### src/rtl/pwm_evact_pkg.sv
package pwm_evact_pkg;

   localparam int unsigned ACT_W   = 2;
   localparam int unsigned NUM_EVT = 6;
   localparam int unsigned CFG_W   = ACT_W * NUM_EVT;

   // slot positions inside the action word (behavioural: decoded by field)
   localparam int unsigned SLOT_ZERO = 0;
   localparam int unsigned SLOT_XUP  = 1;
   localparam int unsigned SLOT_YUP  = 2;
   localparam int unsigned SLOT_REL  = 3;
   localparam int unsigned SLOT_YDN  = 4;
   localparam int unsigned SLOT_XDN  = 5;

   typedef enum logic [ACT_W-1:0] {
      ACT_KEEP = 2'b00,
      ACT_LOW  = 2'b01,
      ACT_HIGH = 2'b10,
      ACT_FLIP = 2'b11
   } act_e;

   // application order: step index -> slot
   function automatic int unsigned step_slot(input int unsigned step);
      case (step)
         0:       step_slot = SLOT_ZERO;
         1:       step_slot = SLOT_REL;
         2:       step_slot = SLOT_XUP;
         3:       step_slot = SLOT_YUP;
         4:       step_slot = SLOT_YDN;
         default: step_slot = SLOT_XDN;
      endcase
   endfunction

   function automatic logic apply_act(input logic lvl, input act_e act);
      case (act)
         ACT_LOW:  apply_act = 1'b0;
         ACT_HIGH: apply_act = 1'b1;
         ACT_FLIP: apply_act = ~lvl;
         default:  apply_act = lvl;
      endcase
   endfunction

endpackage

### src/rtl/pwm_evact_evdec.sv
module pwm_evact_evdec
   import pwm_evact_pkg::*;
#(
   parameter int unsigned N_EVT = NUM_EVT
)(
   input  logic             cnt_up,
   input  logic             hit_zero,
   input  logic             hit_reload,
   input  logic             hit_cmpx,
   input  logic             hit_cmpy,
   output logic [N_EVT-1:0] evt_vec
);

   generate
      if (N_EVT != 6) begin : g_bad_n
         $error("pwm_evact_evdec: exactly six event slots are supported");
      end
   endgenerate

   always_comb begin
      evt_vec            = '0;
      evt_vec[SLOT_ZERO] = hit_zero;
      evt_vec[SLOT_REL]  = hit_reload;
      evt_vec[SLOT_XUP]  = hit_cmpx &  cnt_up;
      evt_vec[SLOT_YUP]  = hit_cmpy &  cnt_up;
      evt_vec[SLOT_YDN]  = hit_cmpy & ~cnt_up;
      evt_vec[SLOT_XDN]  = hit_cmpx & ~cnt_up;
   end

endmodule

### src/rtl/pwm_evact_resolve.sv
module pwm_evact_resolve
   import pwm_evact_pkg::*;
#(
   parameter int unsigned N_EVT = NUM_EVT,
   parameter int unsigned A_W   = ACT_W,
   localparam int unsigned C_W  = N_EVT * A_W
)(
   input  logic             lvl_q,
   input  logic [N_EVT-1:0] evt_vec,
   input  logic [C_W-1:0]   act_cfg,
   output logic             lvl_d
);

   generate
      if (A_W != 2) begin : g_bad_w
         $error("pwm_evact_resolve: action fields must be 2 bits");
      end
   endgenerate

   logic [N_EVT:0] chain;
   assign chain[0] = lvl_q;

   genvar s;
   generate
      for (s = 0; s < N_EVT; s++) begin : g_step
         localparam int unsigned SL = step_slot(s);
         act_e act;
         assign act = act_e'(act_cfg[SL*A_W +: A_W]);
         assign chain[s+1] = evt_vec[SL] ? apply_act(chain[s], act) : chain[s];
      end
   endgenerate

   assign lvl_d = chain[N_EVT];

endmodule

### src/rtl/pwm_evact_outreg.sv
module pwm_evact_outreg (
   input  logic clk,
   input  logic rst_n,
   input  logic chan_en,
   input  logic lvl_d,
   output logic lvl_q
);

   always_ff @(posedge clk or negedge rst_n) begin
      if (!rst_n)        lvl_q <= 1'b0;
      else if (!chan_en) lvl_q <= 1'b0;
      else               lvl_q <= lvl_d;
   end


   low_when_off_chk: assert property (@(posedge clk) disable iff (!rst_n)
      !chan_en |=> !lvl_q);

endmodule

### src/rtl/pwm_evact.sv
module pwm_evact
   import pwm_evact_pkg::*;
#(
   parameter int unsigned EVT_CNT = NUM_EVT,
   parameter int unsigned FLD_W   = ACT_W,
   localparam int unsigned CW     = EVT_CNT * FLD_W
)(
   input  logic          clk,
   input  logic          rst_n,
   input  logic          chan_en,
   input  logic [CW-1:0] act_cfg,
   input  logic          cnt_up,
   input  logic          hit_zero,
   input  logic          hit_reload,
   input  logic          hit_cmpx,
   input  logic          hit_cmpy,
   output logic          pwm_raw
);

   logic [EVT_CNT-1:0] evt_vec;
   logic               lvl_d;
   logic               lvl_q;

   pwm_evact_evdec #(.N_EVT(EVT_CNT)) u_evdec (
      .cnt_up(cnt_up), .hit_zero(hit_zero), .hit_reload(hit_reload),
      .hit_cmpx(hit_cmpx), .hit_cmpy(hit_cmpy), .evt_vec(evt_vec)
   );

   pwm_evact_resolve #(.N_EVT(EVT_CNT), .A_W(FLD_W)) u_resolve (
      .lvl_q(lvl_q), .evt_vec(evt_vec), .act_cfg(act_cfg), .lvl_d(lvl_d)
   );

   pwm_evact_outreg u_outreg (
      .clk(clk), .rst_n(rst_n), .chan_en(chan_en), .lvl_d(lvl_d), .lvl_q(lvl_q)
   );

   assign pwm_raw = lvl_q;

   logic any_hit;
   assign any_hit = hit_zero | hit_reload | hit_cmpx | hit_cmpy;


   idle_hold_chk: assert property (@(posedge clk) disable iff (!rst_n)
      (chan_en && !any_hit) |=> (pwm_raw == $past(pwm_raw)));


   zero_high_chk: assert property (@(posedge clk) disable iff (!rst_n)
      (chan_en && hit_zero && !hit_reload && !hit_cmpx && !hit_cmpy
       && act_cfg[1:0] == 2'b10) |=> pwm_raw);


   zero_low_chk: assert property (@(posedge clk) disable iff (!rst_n)
      (chan_en && hit_zero && !hit_reload && !hit_cmpx && !hit_cmpy
       && act_cfg[1:0] == 2'b01) |=> !pwm_raw);


   reload_flip_chk: assert property (@(posedge clk) disable iff (!rst_n)
      (chan_en && hit_reload && !hit_zero && !hit_cmpx && !hit_cmpy
       && act_cfg[7:6] == 2'b11) |=> (pwm_raw != $past(pwm_raw)));


   xdown_high_chk: assert property (@(posedge clk) disable iff (!rst_n)
      (chan_en && !cnt_up && hit_cmpx && !hit_zero && !hit_reload && !hit_cmpy
       && act_cfg[11:10] == 2'b10) |=> pwm_raw);

endmodule

### config.mk
export PLATFORM = sky130hd
export DESIGN_NAME = pwm_evact
export DESIGN_NICKNAME = d
export VERILOG_FILES = /design/src/rtl/pwm_evact_pkg.sv /design/src/rtl/pwm_evact_evdec.sv /design/src/rtl/pwm_evact_resolve.sv /design/src/rtl/pwm_evact_outreg.sv /design/src/rtl/pwm_evact.sv
export SDC_FILE = /design/constraint.sdc
export NUM_CORES = 1
export LEC_CHECK = 0
export ABC_AREA = 1
export BUFFER_PORTS_ARGS = -buffer_cell sky130_fd_sc_hd__buf_4
export CAP_MARGIN = 15
export CORE_AREA = 5 5 42 44
export CTS_CLUSTER_DIAMETER = 30
export CTS_CLUSTER_SIZE = 20
export DETAILED_ROUTE_END_ITERATION = 8
export DIE_AREA = 0 0 47 49
export HOLD_SLACK_MARGIN = 0.15
export SYNTH_ARGS = -nofsm -noshare
export SYNTH_HDL_FRONTEND = slang
export SYNTH_SLANG_ARGS = --single-unit
### constraint.sdc
create_clock -name clk -period 1.3 [get_ports clk]
set_input_delay 0 -clock clk [delete_from_list [all_inputs] [get_ports clk]]
set_output_delay 0 -clock clk [all_outputs]
set_load 0.005 [all_outputs]
After elaboration in Yosys (flattened, before gate mapping):

Index checks and enable logic that the tools add are counted.

* bits in latches: 0
* logic and storage cells: 43
* register bits after elaboration: 1
* output and inout bits: 1
* bits in writable memories: 0
* memories kept: 0
* input port bits: 20
* ROM bits: 0

* multiply operators: 0
* shift-type cells: 0
* equal/unequal tests: 18
* order comparisons: 0
* reduce and logical (&&, ||, !) cells: 0
* muxes and demuxes: 13
* bitwise logic cells: 11
* divide/modulo/power cells: 0
* add/subtract/negate cells: 0

Operators with widths (count)
* 2-bit equality test (second input constant): 12
* 1-bit one-hot mux with 3 select lines: 6
* 2-bit by 1-bit equality test with 1-bit output (second input constant): 6
* 1-bit two-way mux: 7
* 1-bit NOT: 7
* 1-bit bitwise AND: 4

Depth between registers and ports, before layout:

* depth after elaboration: 19
* depth in mapped cells: 12
* depth with buffers taken out: 12

By module:

Synthesis repeated with hierarchy kept, for this count alone.

* cells, all modules: 48
* area, all modules: 226.5 um^2

Modules (own cells, without submodules)
* pwm_evact_resolve: area each 148.9 um^2, instances 1, cells each 35, seq. area each 0.0 um^2
* pwm_evact_evdec: area each 45.0 um^2, instances 1, cells each 10, seq. area each 0.0 um^2
* pwm_evact_outreg: area each 32.5 um^2, instances 1, cells each 3, seq. area each 25.0 um^2

Least setup slack after synthesis:

OpenSTA, ideal clock, no wires.

* kind: register to register
* start: register u_outreg.lvl_q
* end: register u_outreg.lvl_q
* setup slack: 0.089 ns
* buffers on the path: 0
* data required time: 1.181 ns
* period minus slack after synthesis: 1.211 ns
* setup time: 0.119 ns
* arrival: 1.092 ns
* cell stages (with the launch flop): 11
* path through: dfrtp_1 inv_1 nand3_1 nand3_2 nand2_1 nand2_1 nand2_1 nand2_1 nand3_1 a21oi_1 nor2_1

* longest elaborated chain between the ends: 19

RTL lines
* from (decl): line pwm_evact_outreg.sv:6 `output logic lvl_q`
* from (signal assigned): line pwm_evact_outreg.sv:12 `else lvl_q <= lvl_d;`
* 1-bit NOT: line pwm_evact_pkg.sv:38 `ACT_FLIP: apply_act = ~lvl;`
* 1-bit one-hot mux with 3 select lines: line pwm_evact_pkg.sv:35 `case (act)`
* 1-bit two-way mux (*): line pwm_evact_resolve.sv:29 `assign chain[s+1] = evt_vec[SL] ? apply_act(chain[s], act) : chain[s];`
* 1-bit NOT: line pwm_evact_pkg.sv:38
* 1-bit one-hot mux with 3 select lines: line pwm_evact_pkg.sv:35
* 1-bit two-way mux (*): line pwm_evact_resolve.sv:29
* 1-bit NOT: line pwm_evact_pkg.sv:38
* 1-bit one-hot mux with 3 select lines: line pwm_evact_pkg.sv:35
* (+3 left out)
* 1-bit two-way mux (*): line pwm_evact_resolve.sv:29
* 1-bit NOT: line pwm_evact_pkg.sv:38
* 1-bit one-hot mux with 3 select lines: line pwm_evact_pkg.sv:35
* 1-bit two-way mux (*): line pwm_evact_resolve.sv:29
* 1-bit NOT: line pwm_evact_pkg.sv:38
* 1-bit one-hot mux with 3 select lines: line pwm_evact_pkg.sv:35
* 1-bit two-way mux (*): line pwm_evact_resolve.sv:29
* 1-bit two-way mux (*): line pwm_evact_outreg.sv:11 `else if (!chan_en) lvl_q <= 1'b0;`

Mark *: on every way between the ends. The rest lies on a longest branch, timed or not.

Final worst setup path:

Same ends and word-level chain as after synthesis.

==> results.py <==
metrics = {
    "clock_network": {
        "clk_latency_ns": 0,
        "post_cts.repair.setup_buffers": 0,
        "clk_pin_slew_ns": 0,
    },
    "detailed_routing": {
        "first_pass_iters": 3,
        "via_per_inst": 4.09,
        "via_count": 307,
        "wl_per_cell_um": 8.32,
        "route.detailed.drc": 0,
        "wl_um": 624,
        "ant_nets": 0,
        "first_iter_violations": 2,
    },
    "sta": {
        "slew_headroom_pct": 89.6,
        "worst_clock_skew_ns": 0,
        "worst_slack_ns": 0.0287,
        "slew_violations": 0,
        "fin_crit_sh_pct": 97.8,
        "period_minus_slack_ns": 1.27,
        "worst_slew_pin_slew_ns": 0.157,
        "grt_setup_unrepaired": "yes",
        "setup_viol_count_final": 0,
        "fmax_mhz": 787,
        "fin_hold_ws_ns": 0.238,
        "finalHoldViolCount": 0,
    },
    "synth": {
        "synth_top_area_share_pct": 23.9,
        "synthTopCellsByArea": "nand2_1 24%, nand3_1 20%, nand3_2 15%",
        "synth_top_cell_by_area": "nand2_1",
        "synth_edf_count": 0,
        "yosysSeqAreaShare_pct": 12.3,
        "synth_common_cells": "13 x nand2_1, 8 x nand3_1, 5 x inv_1",
        "yosys_warnings": 0,
        "syn_inst": 38,
        "syn-cell-area_um2": 204,
        "syn_area_per_cell_um2": 5.37,
        "synthMostInstantiatedCell": "nand2_1",
        "ys_types": 9,
        "synth_nets": 58,
        "synth-main-ff-cell": "dfrtp_1",
        "synth_seq_cells": 1,
        "async_reset_ff_share_pct": 100,
    },
    "status": {
        "status": "complete, no violations",
    },
    "critical_path": {
        "end_kind": "flop",
        "reg2reg_depth": 10,
        "required_ns": 1.18,
        "r2r_start": "u_outreg.lvl_q",
        "r2r_end": "u_outreg.lvl_q",
        "critical_path_peak_fanout": 4,
        "cp-startpoint": "u_outreg.lvl_q",
        "critPathArrivalTime_ns": 1.15,
        "crit_type": "flop to flop",
        "crit_end": "u_outreg.lvl_q",
        "r2r_slack_ns": 0.03,
        "worstSetupStartpointType": "flop",
    },
    "place": {
        "post-dp-hpwl_um": 558,
        "portBuffers": 20,
        "dp_slack_ns": -0.00311,
        "place.gp.congestion": 0.662,
    },
    "floorplanning": {
        "rows": 14,
        "die_area_um2": 2300,
        "die_y_um": 49,
        "ioPinCount": 21,
        "die_x_um": 47,
        "core_um2": 1400,
        "initial_core_util_pct": 14.6,
    },
    "cells_and_area": {
        "final_core_util_pct": 29.5,
        "nNetsFinal": 81,
        "layout-drive-gt1-share_pct": 54.2,
        "reg.largest.list": "u_outreg.lvl_q: 1 flops",
        "largest_register_ff_count": 1,
        "area_delta_synth_final_pct": 102,
        "regArea_um2": 25.0,
        "top_register": "u_outreg.lvl_q",
        "fillCellCount": 174,
        "multi_input_area_um2": 189,
        "n_antenna_cell": 0,
    },
    "hold_path": {
        "min_from": "chan_en",
        "hold_path.class": "input port to flop",
    },
    "pwr": {
        "vdd.ir_drop.worst_uv": 154,
        "p_leak_nw": 0.229,
        "cellPowerDensity_nw_per_um2": 414,
    },
    "global_routing": {
        "grt_antenna_before_repair": 0,
        "grt_pass1_wl_um": 1020,
        "grt_pass1_vias": 285,
        "grt_usage_pct": 5.27,
        "grt-ovfl-total": 0,
        "grt_max_degree": 6,
    },
    "run": {
        "drv_cap": 0,
    },
}
-- routing by layer --
metal	global-route usage, %	routed length (µm)	vias up
li1	-	-	167
met1	7.63	253	128
met2	9.05	309	12
met3	0	61	0
met4	0	0	0
met5	0	0	-
-- power breakdown --
part | switching, mW | internal (mW) | leakage [nW] | total [mW]
Combinational | 0.0572 | 0.0729 | 0.216 | 0.130
Clock | 0 | 0 | 0 | 0
Sequential | 0.00514 | 0.0356 | 0.0127 | 0.0408
Total | 0.0623 | 0.108 | 0.229 | 0.171
-- worst min path at each step --
stage                     endpoint  slack [ns]  cells past startpoint
CTS                 u_outreg.lvl_q        0.24                      3
global placement    u_outreg.lvl_q       -0.22                      1
finish              u_outreg.lvl_q        0.24                      3
global route        u_outreg.lvl_q        0.26                      3
detailed placement  u_outreg.lvl_q       -0.22                      1
floorplan           u_outreg.lvl_q       -0.30                      0
-- worst max-delay path, cell delays in order, from the launching register on --
cell     delay (ns)
dfrtp_1        0.40
inv_2          0.08
nand3_2        0.06
nand3_2        0.07
nand2_1        0.06
nand2_1        0.07
nand3_1        0.12
nand2_2        0.08
nand2_2        0.06
a21oi_2        0.11
nor2_1         0.05
-- kinds of logic (layout without fill, tap and decap cells) --
kind of cell	count (synthesis)	count (layout)	share of synthesized area, %
DFF	1	1	12.3
AOI/OAI and AO/OA	1	1	2.45
buffers and inverters	5	26	9.20
and+or+nand+nor	31	31	76.1
-- stage by stage --
step,std cells,instance area [µm²],setup TNS [ns],power (mW)
after global placement,74,374,-0.00404,0.153
after detailed placement,74,374,-0.00311,0.154
final,75,413,0,0.171
after CTS,75,384,0,0.157
after global routing,75,413,-0.115,0.189
after floorplan,38,204,0,0.0922
-- final cells by class --
type                            count  share of cell area (%)
Timing Repair Buffer               21                    38.8
Inverter                            5                    4.55
Multi-Input combinational cell     32                    45.8
Sequential cell                     1                    6.06
Tap cell                           16                    4.85
-- placed cells by master, fill, tap and decap left out --
cell type,count
nand2_1,11
a21oi_2,1
nor2_1,3
nand2_2,3
nand3_1,4
and3_1,3
buf_4,20
dfrtp_1,1
inv_1,4
nand3_2,7
dlygate4sd3_1,1
inv_2,1
-- repair_timing --
item	4_1_cts	5_1_grt
resized for setup	0	8
setup endpoints to repair	1	1
hold endpoints to repair	1	0
hold buffers	1	0
pin swaps	1	6
(Power assumes the default switching activity.)
